[src/rtl/sdram_cmd_pkg.sv]
package sdram_cmd_pkg;

    typedef enum logic [3:0] {
        C_DESEL = 4'd0,
        C_NOP   = 4'd1,
        C_ACT   = 4'd2,
        C_READ  = 4'd3,
        C_WRITE = 4'd4,
        C_PRE   = 4'd5,
        C_PREA  = 4'd6,
        C_MRS   = 4'd7,
        C_REF   = 4'd8,
        C_SREF  = 4'd9,
        C_PDN   = 4'd10,
        C_SUSP  = 4'd11,
        C_RSVD  = 4'd12,
        C_HOLD  = 4'd13,
        C_EXIT  = 4'd14,
        C_BAD   = 4'd15
    } cmd_e;

    typedef enum logic [1:0] {
        M_RUN  = 2'd0,
        M_PDN  = 2'd1,
        M_SREF = 2'd2,
        M_SUSP = 2'd3
    } mode_e;

    typedef enum logic [3:0] {
        K_DESEL, K_NOP, K_ACT, K_READ, K_WRITE, K_PRE, K_MRS, K_REF, K_STOP
    } kind_e;

endpackage

[src/rtl/sdram_pin_classify.sv]
module sdram_pin_classify
    import sdram_cmd_pkg::*;
(
    input  logic  cs_n,
    input  logic  ras_n,
    input  logic  cas_n,
    input  logic  we_n,
    output kind_e kind
);
    always_comb begin
        if (cs_n) begin
            kind = K_DESEL;
        end else begin
            case ({ras_n, cas_n, we_n})
                3'b111:  kind = K_NOP;
                3'b011:  kind = K_ACT;
                3'b101:  kind = K_READ;
                3'b100:  kind = K_WRITE;
                3'b010:  kind = K_PRE;
                3'b000:  kind = K_MRS;
                3'b001:  kind = K_REF;
                default: kind = K_STOP;
            endcase
        end
    end
endmodule

[src/rtl/sdram_bank_table.sv]
module sdram_bank_table #(
    parameter int BANK_W = 2,
    localparam int NB = 1 << BANK_W
) (
    input  logic              clk,
    input  logic              rst_n,
    input  logic              open_en,
    input  logic              close_en,
    input  logic              close_all,
    input  logic [BANK_W-1:0] sel,
    output logic [NB-1:0]     open_q
);
    logic [NB-1:0] open_d;

    for (genvar g = 0; g < NB; g++) begin : g_bank
        always_comb begin
            open_d[g] = open_q[g];
            if (close_all || (close_en && sel == BANK_W'(g))) begin
                open_d[g] = 1'b0;
            end
            if (open_en && sel == BANK_W'(g)) begin
                open_d[g] = 1'b1;
            end
        end

        always_ff @(posedge clk) begin
            if (!rst_n) open_q[g] <= 1'b0;
            else        open_q[g] <= open_d[g];
        end
    end
endmodule

[src/rtl/sdram_cmd_front.sv]
module sdram_cmd_front
    import sdram_cmd_pkg::*;
#(
    parameter int BANK_W = 2,
    localparam int NB = 1 << BANK_W
) (
    input  logic              clk,
    input  logic              rst_n,
    input  logic              cs_n,
    input  logic              ras_n,
    input  logic              cas_n,
    input  logic              we_n,
    input  logic              dqm,
    input  logic              cke,
    input  logic [BANK_W-1:0] ba,
    input  logic              a10,
    input  logic              burst_busy,
    output logic [3:0]        cmd_code,
    output logic [BANK_W-1:0] cmd_bank,
    output logic              auto_pre,
    output logic              data_en,
    output logic              illegal,
    output logic [NB-1:0]     bank_open,
    output logic [1:0]        dev_mode
);
    typedef struct packed {
        cmd_e              cmd;
        logic [BANK_W-1:0] bank;
        logic              ap;
        logic              den;
        logic              bad;
        mode_e             mode;
        logic              cke_prev;
    } st_t;

    st_t   st_d, st_q;
    kind_e kind;
    logic  open_en, close_en, close_all;
    logic  quiet, sel_open, any_open;

    sdram_pin_classify i_classify (
        .cs_n  (cs_n),
        .ras_n (ras_n),
        .cas_n (cas_n),
        .we_n  (we_n),
        .kind  (kind)
    );

    sdram_bank_table #(.BANK_W(BANK_W)) i_banks (
        .clk       (clk),
        .rst_n     (rst_n),
        .open_en   (open_en),
        .close_en  (close_en),
        .close_all (close_all),
        .sel       (ba),
        .open_q    (bank_open)
    );

    assign quiet    = (kind == K_DESEL) || (kind == K_NOP);
    assign sel_open = bank_open[ba];
    assign any_open = |bank_open;

    always_comb begin
        st_d          = st_q;
        st_d.cke_prev = cke;
        st_d.bank     = ba;
        st_d.ap       = 1'b0;
        st_d.bad      = 1'b0;
        st_d.den      = !dqm && (st_q.mode == M_RUN) && any_open;
        open_en       = 1'b0;
        close_en      = 1'b0;
        close_all     = 1'b0;

        if (st_q.mode != M_RUN) begin
            if (!cke) begin
                st_d.cmd = C_HOLD;
            end else if (quiet) begin
                st_d.cmd  = C_EXIT;
                st_d.mode = M_RUN;
            end else begin
                st_d.cmd = C_BAD;
                st_d.bad = 1'b1;
            end
        end else if (!st_q.cke_prev) begin
            if (cke && quiet) begin
                st_d.cmd = (kind == K_DESEL) ? C_DESEL : C_NOP;
            end else begin
                st_d.cmd = C_BAD;
                st_d.bad = 1'b1;
            end
        end else begin
            case (kind)
                K_DESEL, K_NOP: begin
                    st_d.cmd = (kind == K_DESEL) ? C_DESEL : C_NOP;
                    if (!cke) begin
                        st_d.cmd  = burst_busy ? C_SUSP : C_PDN;
                        st_d.mode = burst_busy ? M_SUSP : M_PDN;
                    end
                end
                K_ACT: begin
                    st_d.cmd = C_ACT;
                    st_d.bad = sel_open;
                    open_en  = 1'b1;
                end
                K_READ, K_WRITE: begin
                    st_d.cmd = (kind == K_READ) ? C_READ : C_WRITE;
                    st_d.ap  = a10;
                    st_d.bad = !sel_open;
                    close_en = a10;
                end
                K_PRE: begin
                    st_d.cmd  = a10 ? C_PREA : C_PRE;
                    close_all = a10;
                    close_en  = !a10;
                end
                K_MRS: begin
                    st_d.cmd = C_MRS;
                    st_d.bad = any_open;
                end
                K_REF: begin
                    st_d.cmd = cke ? C_REF : C_SREF;
                    st_d.bad = any_open;
                    if (!cke) st_d.mode = M_SREF;
                end
                default: begin
                    st_d.cmd = C_BAD;
                    st_d.bad = 1'b1;
                end
            endcase
        end

        if (st_d.bad) begin
            open_en   = 1'b0;
            close_en  = 1'b0;
            close_all = 1'b0;
            st_d.mode = st_q.mode;
        end
    end

    always_ff @(posedge clk) begin
        if (!rst_n) begin
            st_q.cmd      <= C_DESEL;
            st_q.bank     <= '0;
            st_q.ap       <= 1'b0;
            st_q.den      <= 1'b0;
            st_q.bad      <= 1'b0;
            st_q.mode     <= M_RUN;
            st_q.cke_prev <= 1'b1;
        end else begin
            st_q <= st_d;
        end
    end

    assign cmd_code = st_q.cmd;
    assign cmd_bank = st_q.bank;
    assign auto_pre = st_q.ap;
    assign data_en  = st_q.den;
    assign illegal  = st_q.bad;
    assign dev_mode = st_q.mode;

    AST_ACT_OPENS_BANK: assert property (@(posedge clk) disable iff (!rst_n)
        (cmd_code == C_ACT && !illegal) |-> bank_open[cmd_bank]);
    AST_AUTOPRE_CLOSES: assert property (@(posedge clk) disable iff (!rst_n)
        ((cmd_code == C_READ || cmd_code == C_WRITE) && auto_pre && !illegal)
        |-> !bank_open[cmd_bank]);
    AST_PREA_ALL_CLOSED: assert property (@(posedge clk) disable iff (!rst_n)
        (cmd_code == C_PREA) |-> (bank_open == '0));
    AST_MRS_FROM_IDLE: assert property (@(posedge clk) disable iff (!rst_n)
        (cmd_code == C_MRS && !illegal) |-> ($past(bank_open) == '0));
    AST_REFRESH_FROM_IDLE: assert property (@(posedge clk) disable iff (!rst_n)
        ((cmd_code == C_REF || cmd_code == C_SREF) && !illegal)
        |-> ($past(bank_open) == '0));
    AST_LOWPOWER_FROZEN: assert property (@(posedge clk) disable iff (!rst_n)
        (dev_mode != M_RUN) |-> $stable(bank_open));
    AST_ILLEGAL_FREEZES: assert property (@(posedge clk) disable iff (!rst_n)
        illegal |-> ($stable(bank_open) && $stable(dev_mode)));
    AST_DATA_NEEDS_OPEN: assert property (@(posedge clk) disable iff (!rst_n)
        data_en |-> ($past(bank_open) != '0));
endmodule

[config.mk]
export PLATFORM = sky130hd
export DESIGN_NAME = sdram_cmd_front
export DESIGN_NICKNAME = d
export VERILOG_FILES = /design/src/rtl/sdram_cmd_pkg.sv /design/src/rtl/sdram_pin_classify.sv /design/src/rtl/sdram_bank_table.sv /design/src/rtl/sdram_cmd_front.sv
export SDC_FILE = /design/constraint.sdc
export NUM_CORES = 1
export LEC_CHECK = 0
export ABC_AREA = 1
export BUFFER_PORTS_ARGS = -buffer_cell sky130_fd_sc_hd__buf_2
export CAP_MARGIN = 0
export CORE_MARGIN = 2
export CORE_UTILIZATION = 52
export DETAILED_ROUTE_END_ITERATION = 8
export HOLD_SLACK_MARGIN = 0.02
export PLACE_DENSITY = 0.78
export SYNTH_ARGS = -nofsm -noshare
export SYNTH_HDL_FRONTEND = slang
export SYNTH_HIERARCHICAL = 1
export SYNTH_SLANG_ARGS = --single-unit
[constraint.sdc]
create_clock -name clk -period 2.85 [get_ports clk]
set_clock_uncertainty 0.05 [all_clocks]
set_input_delay 0.57 -clock clk [delete_from_list [all_inputs] [get_ports clk]]
set_output_delay 0.57 -clock clk [all_outputs]
set_load 0.01 [all_outputs]
==> results.sh, run 1 <==
export IMPL_final_area_sq_um=1210
export IMPL_clock_sink_count=16
export IMPL_p_leak_nw=0.648
export IMPL_period_share_pct=83.5
export IMPL_min_path_type="input pin to register"
export IMPL_yosys_warnings=6
export IMPL_ys_seq_elements=16
export IMPL_syn_area_sq_um=1070
export IMPL_htreeDepth=1
export IMPL_start_kind="input pin"
export IMPL_grt_pass1_vias=1069
export IMPL_required_ps=3020
export IMPL_slew_headroom_pct=63.7
export IMPL_synth_nets=183
export IMPL_place_inst=216
export IMPL_postCtsSetupBuffers=0
export IMPL_synth_most_common_cell="nand2_1"
export IMPL_cts_resized=0
export IMPL_cp_arrival_ps=2550
export IMPL_avgRoutedWirePerCell_um=10.7
export IMPL_clkTransAtPathRegs_ps=90
export IMPL_drive_above_1_share_pct=23.3
export IMPL_die_area_sq_um=2430
export IMPL_synth_edff_count=0
export IMPL_synth_cells_most_frequent="nand2_1, inv_1, nor2_1, dfxtp_1, nand3_1"
export IMPL_globalRouteTotalUtil_pct=22.1
export IMPL_yosysTopAreaCell="dfxtp_1"
export IMPL_tightest_slew_ps=540
export IMPL_die_h_um=49.3
export IMPL_via_count=1114
export IMPL_diodes=0
export IMPL_power_density_nw_per_um2=672
export IMPL_synth_top_flop_cell="dfxtp_1"
export IMPL_synth_cell_type_count=26
export IMPL_netlist_instances=171
export IMPL_syn_to_final_growth_pct=13.1
export IMPL_post_dp_cell_area_sq_um=1170
export IMPL_period_minus_slack_ps=2380
export IMPL_cts_buffers=3
export IMPL_vias_per_cell=5.06
export IMPL_hold_viol=0
export IMPL_total_power_mw=0.811
export IMPL_status="complete, no violations"
export IMPL_path_class="input pin to register"
export IMPL_timing_final_max_slew_violations=0
export IMPL_cts_tree="built"
export IMPL_io_buffer_count=26
export IMPL_whs_ps=379
export IMPL_r2r_cells=9
export IMPL_syn_avg_cell_area_sq_um=6.24
export IMPL_fmax_mhz=420
export IMPL_final_util_pct=62.2
export IMPL_antenna_found_initial=0
export IMPL_initial_core_util_pct=55.0
export IMPL_grt_start_max_net_pins=11
export IMPL_cap_violations=0
export IMPL_async_reset_ff_share_pct=0
export IMPL_synth_top_cell_area_share_pct=30.0
export IMPL_ys_seq_area_share_pct=30.0
export IMPL_whs_path_depth=2
export IMPL_synth_top_cells_by_area="dfxtp_1, nand2_1, inv_1"
export IMPL_setup_viol=0
export IMPL_stdcell_count=220
export IMPL_io_pins=27
export IMPL_overflow=0
export IMPL_crit_fanout=4
export IMPL_die_w_um=49.3
export IMPL_drtIter0Drc=14
export IMPL_cts_max_path_buffers=2
export IMPL_routed_wl_um=2360
export IMPL_cts_hold_buffers=0
export IMPL_drt_pass1_iter_count=4
export IMPL_final_setup_tns_ps=0
export IMPL_core_sq_um=1940
export IMPL_drtAntennaViolNets=0
export IMPL_gp_congestion=0.885
export IMPL_hpwl_um=1910
export IMPL_cp_end_kind="register"
export IMPL_finalNetCount=206
export IMPL_grt_pass1_wl_um=4220
export IMPL_rows=16
export IMPL_clkLatencyLatePin_ps=290
export IMPL_cts_root_buf="clkbuf_4"
export IMPL_rsz0062_at_grt="false"
export IMPL_place_ws_ps=237
export IMPL_drc=0
export IMPL_finalWorstSetupSlack_ps=469
export IMPL_worst_ir_drop_vdd_mv=0.445
-- power by group --
group          internal (mW)  total, mW  switching (mW)  leakage, nW
clock                 0.0778      0.154          0.0760       0.0210
sequential             0.266      0.291          0.0248        0.132
combinational          0.130      0.367           0.237        0.495
-- layout make-up --
cell class,instances,area (sq um)
fillers,195,734
repair buffers,26,130
inverters,31,116
flip-flops and latches,16,320
multi-input cells,116,571
well taps,27,33.8
clock buffers,4,36.3
-- routing by layer --
| metal | vias to the layer above | GRT usage [%] | share of wire, % |
|---|---|---|---|
| li1 | 581 | - | - |
| met1 | 504 | 23.6 | 42 |
| met2 | 25 | 42.1 | 52 |
| met3 | 4 | 3.99 | 4.1 |
| met4 | 0 | 8.10 | 1.2 |
| met5 | - | 0 | 0 |
-- registers in the layout, summed over array words and instances, names as in the netlist --
signal / cells
illegal: 1
cmd_code: 4
i_banks/open_q: 4
data_en: 1
dev_mode: 2
st_q: 1
cmd_bank: 2
auto_pre: 1
-- cells by family (layout without fill, tap and decap cells) --
| kind of cell | after synthesis | after routing | synth area share [%] |
|---|---|---|---|
| flip-flops | 16 | 16 | 30.0 |
| AO/OA/AOI/OAI | 24 | 24 | 13.5 |
| buffers and inverters | 39 | 61 | 16.5 |
| AND/OR/NAND/NOR | 92 | 92 | 40.0 |
-- critical path, cell delays in order --
cell and delay, ps:
buf_2 110, nor2_1 130, nor2_1 60, nor2_1 270, inv_1 110, nand2_1 120
nor2_1 70, nand3_1 80, nand3_1 80, nand2_1 130, nand2_1 80, nor3b_1 440
nand3_1 150, a21oi_1 160
-- placed cells by master (no fill, tap or decap), drive strengths merged --
cell and n:
nand3 15, o21a 1, nor3b 1, o22ai 1, nor4 1, nand4 2
inv 31, clkbuf 4, a211oi 1, o32ai 1, a21oi 9, o21ai 7
dfxtp 16, buf 26, nand2 45, nor3 3, a31oi 1, nor2 25
o211ai 3
-- final timing paths --
check | slack (ps) | endpoint | start
max | 470 | i_banks/open_q[3] | ras_n
min | 380 | data_en | dqm
max reg2reg | 990 | i_banks/open_q[3] | i_banks/open_q[3]
min reg2reg | 520 | i_banks/open_q[2] | i_banks/open_q[2]
(Power assumes the default switching activity.)
==> run 2: changes to the inputs <==
==> constraint.sdc (replaced) <==
create_clock -name clk -period 2.49 [get_ports clk]
set_clock_uncertainty 0.05 [all_clocks]
set_input_delay 0.498 -clock clk [delete_from_list [all_inputs] [get_ports clk]]
set_output_delay 0.498 -clock clk [all_outputs]
set_load 0.01 [all_outputs]
==> run 2 against run 1 <==
Net effect:
- first-iteration DRC count rose by 71%
- global-route usage hardly changed
- cell count is 2.3% higher
- power grew 16%
- largest cell class unchanged
- critical path type unchanged
- combinational power increased by 18%
- die area did not move
- via count is 1.8% higher
- setup slack lost 14 ps
- cell area up 3.1%
- hold slack got worse by 87 ps
- non-clock buffer count grew 5
==> results.sh, run 2 (synthesis results as in run 1) <==
export IMPL_cts_tree="built"
export IMPL_globalRouteTotalUtil_pct=22.1
export IMPL_fmax_mhz=491
export IMPL_rsz0062_at_grt="false"
export IMPL_power_density_nw_per_um2=757
export IMPL_cts_max_path_buffers=2
export IMPL_reg2reg_from="dev_mode[0]"
export IMPL_tightest_slew_ps=503
export IMPL_io_pins=27
export IMPL_cap_violations=0
export IMPL_cts_resized=0
export IMPL_timing_final_max_slew_violations=0
export IMPL_whs_path_depth=2
export IMPL_hold_path_end="data_en"
export IMPL_r2r_cells=8
export IMPL_io_buffer_count=26
export IMPL_diodes=0
export IMPL_min_path_type="input pin to register"
export IMPL_postCtsSetupBuffers=0
export IMPL_status="complete, no violations"
export IMPL_cts_hold_buffers=0
export IMPL_crit_fanout=4
export IMPL_hp_start="dqm"
export IMPL_drc=0
export IMPL_die_w_um=49.3
export IMPL_drive_above_1_share_pct=25.3
export IMPL_via_count=1134
export IMPL_drtAntennaViolNets=0
export IMPL_total_power_mw=0.942
export IMPL_final_common_cell="nand2_1"
export IMPL_syn_to_final_growth_pct=16.6
export IMPL_drt_pass1_iter_count=4
export IMPL_slew_headroom_pct=66.2
export IMPL_required_ps=2620
export IMPL_final_setup_tns_ps=0
export IMPL_cts_root_buf="clkbuf_4"
export IMPL_setup_viol=0
export IMPL_clkLatencyLatePin_ps=290
export IMPL_finalNetCount=211
export IMPL_start_kind="input pin"
export IMPL_cts_buffers=3
export IMPL_grt_start_max_net_pins=11
export IMPL_core_sq_um=1940
export IMPL_rows=16
export IMPL_drtIter0Drc=24
export IMPL_cp_arrival_ps=2170
export IMPL_grt_pass1_vias=1013
export IMPL_clkTransAtPathRegs_ps=100
export IMPL_clock_sink_count=16
export IMPL_cp_end_kind="register"
export IMPL_overflow=0
export IMPL_hpwl_um=1890
export IMPL_hold_viol=0
export IMPL_path_class="input pin to register"
export IMPL_routed_wl_um=2390
export IMPL_grt_pass1_wl_um=4210
export IMPL_place_ws_ps=215
export IMPL_gp_congestion=0.914
export IMPL_finalWorstSetupSlack_ps=455
export IMPL_worst_ir_drop_vdd_mv=0.459
export IMPL_reg2reg_to="i_banks/open_q[3]"
export IMPL_initial_core_util_pct=55.0
export IMPL_antenna_found_initial=0
export IMPL_die_area_sq_um=2430
export IMPL_htreeDepth=1
export IMPL_vias_per_cell=5.04
export IMPL_p_leak_nw=0.673
export IMPL_period_share_pct=81.7
export IMPL_final_cell_mix="nand2_1, inv_1, buf_2, nor2_1, dfxtp_1"
export IMPL_avgRoutedWirePerCell_um=10.6
export IMPL_period_minus_slack_ps=2030
export IMPL_die_h_um=49.3
export IMPL_reg2reg_slack_ps=810
-- run 2: cell types whose count changed in the layout (fill, tap and decap cells not counted), sizes merged --
cell	before	now
buf	26	31
-- run 2: final cells by class --
type,instances,area (sq um)
sequential,16,320
tap,27,33.8
multi-input combinational,116,571
clock buffer,4,36.3
fill,193,697
inverter,31,116
timing repair buffer,31,168
-- run 2: power by group --
part | leakage (nW) | internal [mW] | total [mW] | switching (mW)
clock network | 0.0210 | 0.0890 | 0.176 | 0.0867
logic | 0.521 | 0.158 | 0.434 | 0.276
registers | 0.132 | 0.304 | 0.332 | 0.0281
total | 0.673 | 0.551 | 0.942 | 0.391
-- run 2: per-stage QoR --
step | std cells | area (sq um) | util (%) | hold slack (ps)
final | 225 | 1240 | 64.1 | 292
after global placement | 221 | 1210 | 62.2 | 496
after CTS | 225 | 1240 | 64.1 | 288
after global routing | 225 | 1240 | 64.1 | 282
after floorplan | 171 | 1070 | - | 485
after detailed placement | 221 | 1210 | 62.2 | 509
-- run 2: worst max path at each step --
stage	to	cells past startpoint	start	slack [ps]
floorplan	i_banks/open_q[1]	12	cas_n	340
finish	i_banks/open_q[3]	14	ras_n	460
detailed placement	i_banks/open_q[2]	15	ras_n	210
global placement	i_banks/open_q[2]	14	cas_n	240
global route	i_banks/open_q[3]	15	ras_n	200
CTS	i_banks/open_q[3]	14	ras_n	460
-- run 2: critical path: stages --
cell,delay [ps]
buf_2,110
nor2_1,140
nor2_1,50
nor2_1,220
buf_4,180
nand2_4,50
o21ai_1,180
nand2_1,90
o21a_1,110
nor3_1,170
buf_4,160
nand3_1,80
nand2_1,70
a21oi_1,60
-- run 2: per-layer routing --
layer | routed length (um) | GRT usage, %
met5 | 0 | 0
met4 | 25 | 7.62
met3 | 105 | 3.07
met2 | 1220 | 41.9
met1 | 1040 | 24.7
==> run 3: changes to the inputs <==
--- a/config.mk
+++ b/config.mk
@@ -5,14 +5,14 @@
 export SDC_FILE = /design/constraint.sdc
 export NUM_CORES = 1
 export LEC_CHECK = 0
-export ABC_AREA = 1
+export ABC_AREA = 0
 export BUFFER_PORTS_ARGS = -buffer_cell sky130_fd_sc_hd__buf_2
 export CAP_MARGIN = 0
 export CORE_MARGIN = 2
-export CORE_UTILIZATION = 52
+export CORE_UTILIZATION = 47
 export DETAILED_ROUTE_END_ITERATION = 8
 export HOLD_SLACK_MARGIN = 0.02
-export PLACE_DENSITY = 0.78
+export PLACE_DENSITY = 0.75
 export SYNTH_ARGS = -nofsm -noshare
 export SYNTH_HDL_FRONTEND = slang
 export SYNTH_HIERARCHICAL = 1
==> constraint.sdc (replaced) <==
create_clock -name clk -period 1.78 [get_ports clk]
set_clock_uncertainty 0.05 [all_clocks]
set_input_delay 0.356 -clock clk [delete_from_list [all_inputs] [get_ports clk]]
set_output_delay 0.356 -clock clk [all_outputs]
set_load 0.01 [all_outputs]
==> run 3 against run 2 <==
Net effect:
- die area up 11%
- global-route usage rose by 0.57 points
- setup slack worse by 750 ps
- non-clock buffer count grew 28
- combinational power fell by 12%
- synthesized cell count shrank 28%
- the run now ends with negative setup slack left
- critical path type unchanged
- power grew 2.6%
==> results.sh, run 3 <==
export IMPL_syn_avg_cell_area_sq_um=8.78
export IMPL_register_area_sq_um=320
export IMPL_grt_pass1_wl_um=4580
export IMPL_cts_buffers=3
export IMPL_diodes=0
export IMPL_worst_ir_drop_vdd_mv=0.408
export IMPL_power_density_nw_per_um2=608
export IMPL_routed_wl_um=3300
export IMPL_finalWorstSetupSlack_ps=-298
export IMPL_netlist_instances=123
export IMPL_p_leak_nw=0.715
export IMPL_core_sq_um=2190
export IMPL_io_buffer_count=26
export IMPL_cap_violations=0
export IMPL_rsz0062_at_grt="true"
export IMPL_clock_sink_count=16
export IMPL_synth_nets=135
export IMPL_syn_to_final_growth_pct=47.3
export IMPL_whs_path_depth=2
export IMPL_drtIter0Drc=37
export IMPL_cp_end_kind="register"
export IMPL_vias_per_cell=5.85
export IMPL_place_ws_ps=-617
export IMPL_setup_viol=7
export IMPL_rows=17
export IMPL_yosysTopAreaCell="dfxtp_1"
export IMPL_cts_tree="built"
export IMPL_finalNetCount=185
export IMPL_clkLatencyLatePin_ps=280
export IMPL_synth_cells_most_frequent="dfxtp_1, buf_4, nor2_1, nand3_1, nand2_1"
export IMPL_gp_congestion=0.898
export IMPL_hold_viol=0
export IMPL_cts_hold_buffers=0
export IMPL_drc=0
export IMPL_period_minus_slack_ps=2080
export IMPL_overflow=0
export IMPL_io_pins=27
export IMPL_violations="negative setup slack"
export IMPL_start_kind="input pin"
export IMPL_clkTransAtPathRegs_ps=90
export IMPL_fillers=162
export IMPL_avgRoutedWirePerCell_um=16.6
export IMPL_yosys_warnings=6
export IMPL_reg2reg_slack_ps=-220
export IMPL_required_ps=1910
export IMPL_timing_final_max_slew_violations=0
export IMPL_final_common_cell="buf_4"
export IMPL_cts_max_path_buffers=2
export IMPL_async_reset_ff_share_pct=0
export IMPL_hold_path_end="st_q[0]"
export IMPL_synth_top_cell_area_share_pct=29.7
export IMPL_crit_fanout=4
export IMPL_synth_cell_type_count=51
export IMPL_antenna_found_initial=0
export IMPL_initial_core_util_pct=49.3
export IMPL_critPathMaxStageDelay_ps=380
export IMPL_htreeDepth=1
export IMPL_met2_length_um=1760
export IMPL_ys_seq_area_share_pct=29.7
export IMPL_synth_edff_count=0
export IMPL_fmax_mhz=481
export IMPL_synth_most_common_cell="dfxtp_1"
export IMPL_drive_above_1_share_pct=57.3
export IMPL_min_path_type="input pin to register"
export IMPL_period_share_pct=117
export IMPL_cts_root_buf="clkbuf_4"
export IMPL_reg2reg_to="i_banks/open_q[0]"
export IMPL_grt_start_max_net_pins=14
export IMPL_wl_met3_um=164
export IMPL_hp_start="rst_n"
export IMPL_syn_area_sq_um=1080
export IMPL_whs_ps=311
export IMPL_hpwl_um=2110
export IMPL_route_top_layer_used="met4"
export IMPL_drt_met1_wl_um=1290
export IMPL_crit_chain="buf_8 -> and2b_1 -> mux2_4 -> or3b_4 -> a21o_1 -> nand4_1 -> buf_4 -> nor4_2 -> and2_4 -> a32o_1"
export IMPL_grt_pass1_vias=1064
export IMPL_final_util_pct=72.6
export IMPL_final_cell_mix="buf_4, buf_2, dfxtp_1"
export IMPL_multi_input_area_sq_um=785
export IMPL_synth_top_flop_cell="dfxtp_1"
export IMPL_via_count=1164
export IMPL_die_h_um=51.9
export IMPL_globalRouteTotalUtil_pct=22.7
export IMPL_r2r_cells=6
export IMPL_cp_arrival_ps=2210
export IMPL_drt_pass1_iter_count=4
export IMPL_die_w_um=51.9
export IMPL_drtAntennaViolNets=0
export IMPL_reg2reg_from="i_banks/open_q[1]"
export IMPL_crit_slowest_cell="or3b_4"
export IMPL_ys_seq_elements=16
export IMPL_die_area_sq_um=2700
export IMPL_slew_headroom_pct=75.5
export IMPL_tightest_slew_ps=364
export IMPL_status="complete, but fails checks"
export IMPL_synth_top_cells_by_area="dfxtp_1, buf_4, a32o_1"
export IMPL_path_class="input pin to register"
## run 3: layout make-up
type,instances,share of cell area (%)
multi-input cells,88,49.3
clock buffers,3,1.42
well taps,28,2.20
flip-flops and latches,16,20.1
repair buffers,59,25.7
inverters,5,1.18
## run 3: power by group
group          switching [mW]  internal, mW  total (mW)  leakage, nW
logic                   0.190         0.193       0.383        0.569
registers             0.00935         0.383       0.392        0.132
clock network           0.113        0.0786       0.192       0.0138
total                   0.312         0.654       0.966        0.715
## run 3: kinds of logic after synthesis
| family | synth area share, % |
|---|---|
| fa+ha+maj | 0.927 |
| simple gates | 31.6 |
| mux | 4.40 |
| compound gates | 19.7 |
| buf+inv | 12.0 |
| xor+xnor | 1.62 |
| flops | 29.7 |
## run 3: critical path: cells and delay by family
family	cells	cell delay (ps)
multiplexers	1	320
buffers and inverters	2	260
AND/OR/NAND/NOR	5	900
AO/OA/AOI/OAI	2	390
## run 3: how the worst max path moves through the flow
stage          cells after the start  slack [ps]           endpoint  start
3_3_place_gp                      10        -530  i_banks/open_q[1]  ras_n
3_5_place_dp                      10        -620  i_banks/open_q[1]  ras_n
5_1_grt                           10        -340  i_banks/open_q[3]  ras_n
6_report                          10        -300  i_banks/open_q[1]  ras_n
4_1_cts                           10        -260  i_banks/open_q[1]  ras_n
2_1_floorplan                      9        -450  i_banks/open_q[0]  ras_n
## run 3: layer usage
layer	vias to the layer above	global-route usage (%)
met5	-	0
met4	0	9.21
met3	10	3.74
met2	45	40.3
met1	564	26.6
li1	545	-
## run 3: repair_timing
action | CTS | global route
setup endpoints to repair | 6 | 8
pin swaps | 8 | 11
buffers inserted | 0 | 4
gates resized for setup | 11 | 24
## run 3: per-stage QoR
| step | setup TNS [ps] | total power [mW] | cells | instance area, sq um |
|---|---|---|---|---|
| floorplan | -1450 | 0.593 | 123 | 1110 |
| global placement | -3740 | 0.687 | 193 | 1380 |
| detailed placement | -4280 | 0.697 | 193 | 1380 |
| CTS | -1100 | 0.904 | 196 | 1470 |
| global route | -1840 | 1.01 | 199 | 1590 |
| finish | -1440 | 0.966 | 199 | 1590 |
